`config.mk`:
```
export PLATFORM = sky130hd
export DESIGN_NAME = clk_fanout_ctrl
export DESIGN_NICKNAME = d
export VERILOG_FILES = /design/src/rtl/clkfo_pkg.sv /design/src/rtl/clkfo_sync.sv /design/src/rtl/clkfo_serial_rx.sv /design/src/rtl/clkfo_enable_regs.sv /design/src/rtl/clk_fanout_ctrl.sv
export SDC_FILE = /design/constraint.sdc
export NUM_CORES = 1
export LEC_CHECK = 0
export ABC_AREA = 1
export BUFFER_PORTS_ARGS = -buffer_cell sky130_fd_sc_hd__buf_2
export CELL_PAD_IN_SITES_DETAIL_PLACEMENT = 1
export CELL_PAD_IN_SITES_GLOBAL_PLACEMENT = 1
export CORE_MARGIN = 10
export CORE_UTILIZATION = 41
export CTS_CLUSTER_SIZE = 28
export DETAILED_ROUTE_END_ITERATION = 6
export MAX_ROUTING_LAYER = met4
export PLACE_DENSITY = 0.87
export SYNTH_ARGS = -nofsm -noshare
export SYNTH_HDL_FRONTEND = slang
export SYNTH_HIERARCHICAL = 1
export SYNTH_SLANG_ARGS = --single-unit
```
`constraint.sdc`:
```
create_clock -name clk -period 1.55 [get_ports clk]
set_input_delay 0.155 -clock clk [delete_from_list [all_inputs] [get_ports clk]]
set_output_delay 0.155 -clock clk [all_outputs]
set_load 0.01 [all_outputs]
```
`src/rtl/clkfo_pkg.sv`:
```
package clkfo_pkg;

    localparam int NUM_OUT     = 18;
    localparam int FRAME_BYTES = 10;
    localparam int HDR_BYTES   = 3;
    localparam int IDX_W       = 4;
    localparam logic [7:0] DEV_ADDR = 8'hD2;

    typedef enum logic [1:0] {
        RX_IDLE   = 2'd0,
        RX_SHIFT  = 2'd1,
        RX_ACK    = 2'd2,
        RX_IGNORE = 2'd3
    } rx_state_e;

    typedef struct packed {
        logic             valid;
        logic [IDX_W-1:0] pos;
        logic [7:0]       data;
    } byte_evt_t;

    function automatic int lane_count(input int n_out);
        return (n_out + 7) / 8;
    endfunction

    function automatic int lane_width(input int n_out, input int lane);
        int rem;
        rem = n_out - lane * 8;
        return (rem > 8) ? 8 : rem;
    endfunction

endpackage

```
`src/rtl/clkfo_sync.sv`:
```
module clkfo_sync #(
    parameter int   WIDTH  = 2,
    parameter int   STAGES = 2,
    parameter logic INIT   = 1'b1
) (
    input  logic             clk,
    input  logic             rst,
    input  logic [WIDTH-1:0] d_i,
    output logic [WIDTH-1:0] q_o
);
    logic [WIDTH-1:0] chain [STAGES];

    for (genvar s = 0; s < STAGES; s++) begin : g_stage
        always_ff @(posedge clk) begin
            if (rst) begin
                chain[s] <= {WIDTH{INIT}};
            end else if (s == 0) begin
                chain[s] <= d_i;
            end else begin
                chain[s] <= chain[(s == 0) ? 0 : s-1];
            end
        end
    end

    assign q_o = chain[STAGES-1];
endmodule

```
`src/rtl/clkfo_serial_rx.sv`:
```
module clkfo_serial_rx
    import clkfo_pkg::*;
#(
    parameter logic [7:0] ADDR   = DEV_ADDR,
    parameter int         FRAMES = FRAME_BYTES
) (
    input  logic      clk,
    input  logic      rst,
    input  logic      scl_s,
    input  logic      sda_s,
    output logic      sda_pull,
    output byte_evt_t evt
);
    localparam logic [IDX_W-1:0] POS_MAX = IDX_W'((1 << IDX_W) - 1);

    rx_state_e        state;
    logic             scl_q, sda_q;
    logic [3:0]       bit_cnt;
    logic [7:0]       shreg;
    logic [IDX_W-1:0] pos;

    logic scl_rise, scl_fall, start_c, stop_c;
    assign scl_rise = scl_s & ~scl_q;
    assign scl_fall = ~scl_s & scl_q;
    assign start_c  = scl_s & scl_q & sda_q & ~sda_s;
    assign stop_c   = scl_s & scl_q & ~sda_q & sda_s;

    always_ff @(posedge clk) begin
        if (rst) begin
            state    <= RX_IDLE;
            scl_q    <= 1'b1;
            sda_q    <= 1'b1;
            bit_cnt  <= '0;
            shreg    <= '0;
            pos      <= '0;
            sda_pull <= 1'b0;
            evt      <= '0;
        end else begin
            scl_q     <= scl_s;
            sda_q     <= sda_s;
            evt.valid <= 1'b0;
            if (start_c) begin
                state    <= RX_SHIFT;
                bit_cnt  <= '0;
                pos      <= '0;
                sda_pull <= 1'b0;
            end else if (stop_c) begin
                state    <= RX_IDLE;
                sda_pull <= 1'b0;
            end else begin
                unique case (state)
                    RX_SHIFT: begin
                        if (scl_rise && bit_cnt < 4'd8) begin
                            shreg   <= {shreg[6:0], sda_s};
                            bit_cnt <= bit_cnt + 4'd1;
                        end else if (scl_fall && bit_cnt == 4'd8) begin
                            if (pos == '0 && shreg != ADDR) begin
                                state <= RX_IGNORE;
                            end else begin
                                state    <= RX_ACK;
                                sda_pull <= 1'b1;
                            end
                        end
                    end
                    RX_ACK: begin
                        if (scl_fall) begin
                            sda_pull  <= 1'b0;
                            state     <= RX_SHIFT;
                            bit_cnt   <= '0;
                            evt.valid <= 1'b1;
                            evt.pos   <= pos;
                            evt.data  <= shreg;
                            if (pos != POS_MAX) pos <= pos + 1'b1;
                        end
                    end
                    default: ;
                endcase
            end
        end
    end

    // a rejected transaction neither acknowledges nor emits bytes
    p_ignore_quiet_r3: assert property (@(posedge clk) disable iff (rst)
        state == RX_IGNORE |-> !sda_pull && !evt.valid);

    // the data line is only pulled during an acknowledge clock
    p_pull_in_ack_r2: assert property (@(posedge clk) disable iff (rst)
        sda_pull |-> state == RX_ACK);

    // a START always restarts the frame at position 0
    p_start_restart_r10: assert property (@(posedge clk) disable iff (rst)
        start_c |=> state == RX_SHIFT && pos == '0 && bit_cnt == '0);

    logic unused_frames;
    assign unused_frames = (FRAMES > 0);
endmodule

```
`src/rtl/clkfo_enable_regs.sv`:
```
module clkfo_enable_regs
    import clkfo_pkg::*;
#(
    parameter int N_OUT = NUM_OUT,
    parameter int HDR   = HDR_BYTES
) (
    input  logic             clk,
    input  logic             rst,
    input  byte_evt_t        evt,
    output logic [N_OUT-1:0] en
);
    localparam int LANES = lane_count(N_OUT);

    for (genvar l = 0; l < LANES; l++) begin : g_lane
        localparam int LO = l * 8;
        localparam int W  = lane_width(N_OUT, l);
        logic [W-1:0] lane_q;
        logic         hit;

        assign hit = evt.valid && (evt.pos == IDX_W'(HDR + l));

        always_ff @(posedge clk) begin
            if (rst)      lane_q <= '1;
            else if (hit) lane_q <= evt.data[W-1:0];
        end

        assign en[LO +: W] = lane_q;
    end

    // header positions leave the enables alone
    p_hdr_ignored_r4: assert property (@(posedge clk) disable iff (rst)
        evt.valid && (int'(evt.pos) < HDR) |=> $stable(en));

    // trailing don't-care positions leave the enables alone
    p_tail_ignored_r6: assert property (@(posedge clk) disable iff (rst)
        evt.valid && (int'(evt.pos) >= HDR + LANES) |=> $stable(en));
endmodule

```
`src/rtl/clk_fanout_ctrl.sv`:
```
module clk_fanout_ctrl
    import clkfo_pkg::*;
#(
    parameter int         N_OUT       = NUM_OUT,
    parameter int         SYNC_STAGES = 2,
    parameter logic [7:0] ADDR        = DEV_ADDR
) (
    input  logic             clk,
    input  logic             rst,
    input  logic             scl_i,
    input  logic             sda_i,
    output logic             sda_pull_o,
    input  logic             oe_pin_i,
    input  logic             clk_src_i,
    output logic [N_OUT-1:0] clk_out_o,
    output logic [N_OUT-1:0] out_oe_o
);
    logic [1:0]       lines_s;
    byte_evt_t        evt;
    logic [N_OUT-1:0] en;

    clkfo_sync #(.WIDTH(2), .STAGES(SYNC_STAGES), .INIT(1'b1)) u_sync (
        .clk (clk),
        .rst (rst),
        .d_i ({scl_i, sda_i}),
        .q_o (lines_s)
    );

    clkfo_serial_rx #(.ADDR(ADDR), .FRAMES(FRAME_BYTES)) u_rx (
        .clk      (clk),
        .rst      (rst),
        .scl_s    (lines_s[1]),
        .sda_s    (lines_s[0]),
        .sda_pull (sda_pull_o),
        .evt      (evt)
    );

    clkfo_enable_regs #(.N_OUT(N_OUT), .HDR(HDR_BYTES)) u_regs (
        .clk (clk),
        .rst (rst),
        .evt (evt),
        .en  (en)
    );

    assign clk_out_o = {N_OUT{clk_src_i}} & en;
    assign out_oe_o  = {N_OUT{oe_pin_i}};

    // the data line is never pulled in the cycle after reset
    p_release_after_reset_r1: assert property (@(posedge clk)
        $fell(rst) |-> !sda_pull_o);
endmodule

```
==> impl_metrics.yaml <==
placement:
  port_buffers: 23
  place.gp.congestion: 0.830
  hpwlAfterDp_um: 4580
outcome:
  status: "finished, final reports clean"
sta:
  maxSlewViolCount: 0
  worst_pin_slew_ns: 0.416
  fin_crit_sh: 0.917
  relSlewSlack: 0.723
  timing.final.hold_violations: 0
  fmax_ghz: 0.703
  rsz0062_at_grt: "false"
  tns_ns: 0
  setup_viol: 0
  period_minus_slack_ns: 1.42
  skew_ns: 0.0102
floorplanning:
  dieArea_um2: 10500
  die_h_um: 102
  initial_core_util: 0.429
  rows: 29
  pin_count: 43
  core-area_um2: 6460
  dieWidth_um: 102
setup_path:
  cp-start-kind: "register"
  cp_top_family: "simple AND/OR/NAND/NOR gates"
  cp.arrival_ns: 1.64
  worst_setup_path_end_kind: "register"
  path_buf_inv: 2
  critPathMaxStageDelay_ns: 0.36
  crit_slowest_cell: "dfxtp_1"
  reg2regPathDepth: 8
  cp_max_fo: 5
  cp.required_ns: 1.76
  r2r-end: "u_rx/sda_pull"
  rr_startpoint: "u_rx/pos[0]"
  reg2reg_slack_ns: 0.13
  critPathKind: "reg -> reg"
  crit_chain: "inv_1 -> ha_1 -> nor3b_1 -> nand3_1 -> nand3_1 -> nand2_1 -> inv_1 -> nor2_2"
grt:
  grt_max_degree: 19
  grt_antenna_before_repair: 0
  overflow: 0
  gr-usage-all-layers: 0.121
  grt_pass1_wl_um: 10400
  grt_pass1_vias: 2320
pwr:
  powerDensity_nw_per_um2: 1150
  power.total_w: 0.00334
  p_leak_nw: 1.36
  ir_worst_vdd_v: 0.000542
drt:
  drt_wl_total_um: 5840
  m1WireLength_um: 2680
  met2_length_um: 2840
  dr.max_layer_used: "met4"
  drtAntennaViolNets: 0
  route.met3.wl_um: 249
  firstDrtPassIters: 4
  drc: 0
  routedWlPerCell_um: 12.7
  drtIter0Drc: 62
  vias: 2252
  via_per_inst: 4.90
hold_path:
  min_to: "u_sync/chain[0][0]"
  worstHoldPathType: "in -> reg"
  min_from: "sda_i"
  min_path_cells: 3
clock_tree:
  clock-sinks: 56
  postCtsSetupBuffers: 0
  ctsHtreeMaxLevel: 2
  cts_tree: "yes"
  clkSlewWorstSetupHoldPaths_ns: 0.10
  cts_buffer_depth: 2
  clock_latency_ns: 0.31
  cts-buffers-inserted: 5
  root_buffer: "clkbuf_8"
finish:
  layout.cells.most_common_list: "nand2_1 (88), dfxtp_1 (56), inv_1 (50)"
  syn2layout_area_growth_pct: 5.28
  diodes: 0
  nets: 394
  drive_gt1_frac: 0.185
  area.sequential_um2: 1120
  num-fill-cells: 851
  layout_commonest_cell: "nand2_1"
  multiInputGateArea_um2: 1230
synth:
  synth_cell_types: 30
  yosysSeqAreaShare: 0.404
  synth_cells: 375
  yosys_warnings: 6
  synthesis.nets: 387
  avgSynthCellArea_um2: 7.39
  syn_area_um2: 2770
  synth_seq_cells: 56
run:
  drv_cap: 0
## layer usage
layer,global-route usage,up-vias
met3,0.0310,8
met1,0.139,1030
li1,-,1179
met5,-,-
met4,0.0304,0
met2,0.207,35
## sequential cells by signal, summed over array words and instances (netlist names)
| signal | flops |
|---|---|
| u_rx/pos | 4 |
| u_rx/sda_pull | 1 |
| u_sync/chain | 4 |
| u_rx/scl_q | 1 |
| u_rx/sda_q | 1 |
| u_rx/evt | 13 |
| u_rx/state | 2 |
| u_rx/shreg | 8 |
| u_rx/bit_cnt | 4 |
| u_regs/g_lane.lane_q | 18 |
## power by group
part           switching, W  total, W  internal, W  leakage, nW
Clock              0.000488  0.000813     0.000325       0.0485
Sequential        0.0000692   0.00159      0.00152        0.454
Combinational      0.000604  0.000941     0.000337        0.855
Total               0.00116   0.00334      0.00218         1.36
## metrics by stage
step | instance area [um2] | std cells | utilization | setup slack, ns | hold slack (ns)
global route | 2920 | 460 | 0.452 | 0.0173 | 0.0209
CTS | 2900 | 460 | 0.449 | 0.0284 | 0.0168
detailed placement | 2810 | 452 | 0.435 | 0.0433 | 0.311
global placement | 2810 | 452 | 0.435 | 0.102 | 0.311
finish | 2920 | 460 | 0.452 | 0.128 | 0.0211
floorplan | 2770 | 375 | - | 0.221 | 0.247
## area by class of cell
cell class	instances	share of cell area
multi-input cells	233	0.423
clock buffers	5	0.0236
repair buffers	28	0.0523
well taps	77	0.0330
flip-flops and latches	56	0.384
inverters	58	0.0767
clock inverters	3	0.00772
## cell families after synthesis
kind of cell	Yosys count	synth area share
and+or+nand+nor	185	0.328
buffers and inverters	86	0.155
DFF	56	0.404
AOI/OAI and AO/OA	40	0.0790
adders and majority gates	6	0.0271
xor gates and xnor gates	2	0.00632
## Yosys cell counts (all sizes together)
| library cell | instances | area share |
|---|---|---|
| nand2 | 95 | 0.14 |
| inv | 57 | 0.078 |
| nor3b | 1 | 0.0027 |
| clkbuf | 3 | 0.0041 |
| a21oi | 27 | 0.054 |
| nor2 | 25 | 0.047 |
| nand3 | 54 | 0.11 |
| clkinv | 1 | 0.0014 |
| buf | 25 | 0.072 |
| dfxtp | 56 | 0.40 |
| xor2 | 2 | 0.0063 |
| o21ai | 13 | 0.025 |
| nor3 | 2 | 0.0095 |
| nand4 | 8 | 0.018 |
| ha | 6 | 0.027 |
## worst min-delay path: cells and delay by family
kind / cells / cell delay [ns]
buffers and inverters: 2 / 0.10
and+or+nand+nor: 1 / 0.04
## worst max-delay path by stage
| stage | end | cells after the start | from |
|---|---|---|---|
| floorplan | u_rx/state[0] | 11 | u_rx/state[0] |
| global placement | u_rx/bit_cnt[2] | 8 | u_rx/state[0] |
| detailed placement | u_rx/bit_cnt[2] | 8 | u_rx/state[0] |
| CTS | u_rx/bit_cnt[2] | 8 | u_rx/state[0] |
| global route | u_rx/sda_pull | 7 | u_rx/pos[0] |
| finish | u_rx/sda_pull | 8 | u_rx/pos[0] |
## what timing repair did
action / in CTS / in global routing
hold endpoints to repair: 0 / 0
endpoints found under the setup margin: 0 / 19
gates resized for setup: 0 / 5
hold buffers: 0 / 0
(Power assumes the default switching activity.)
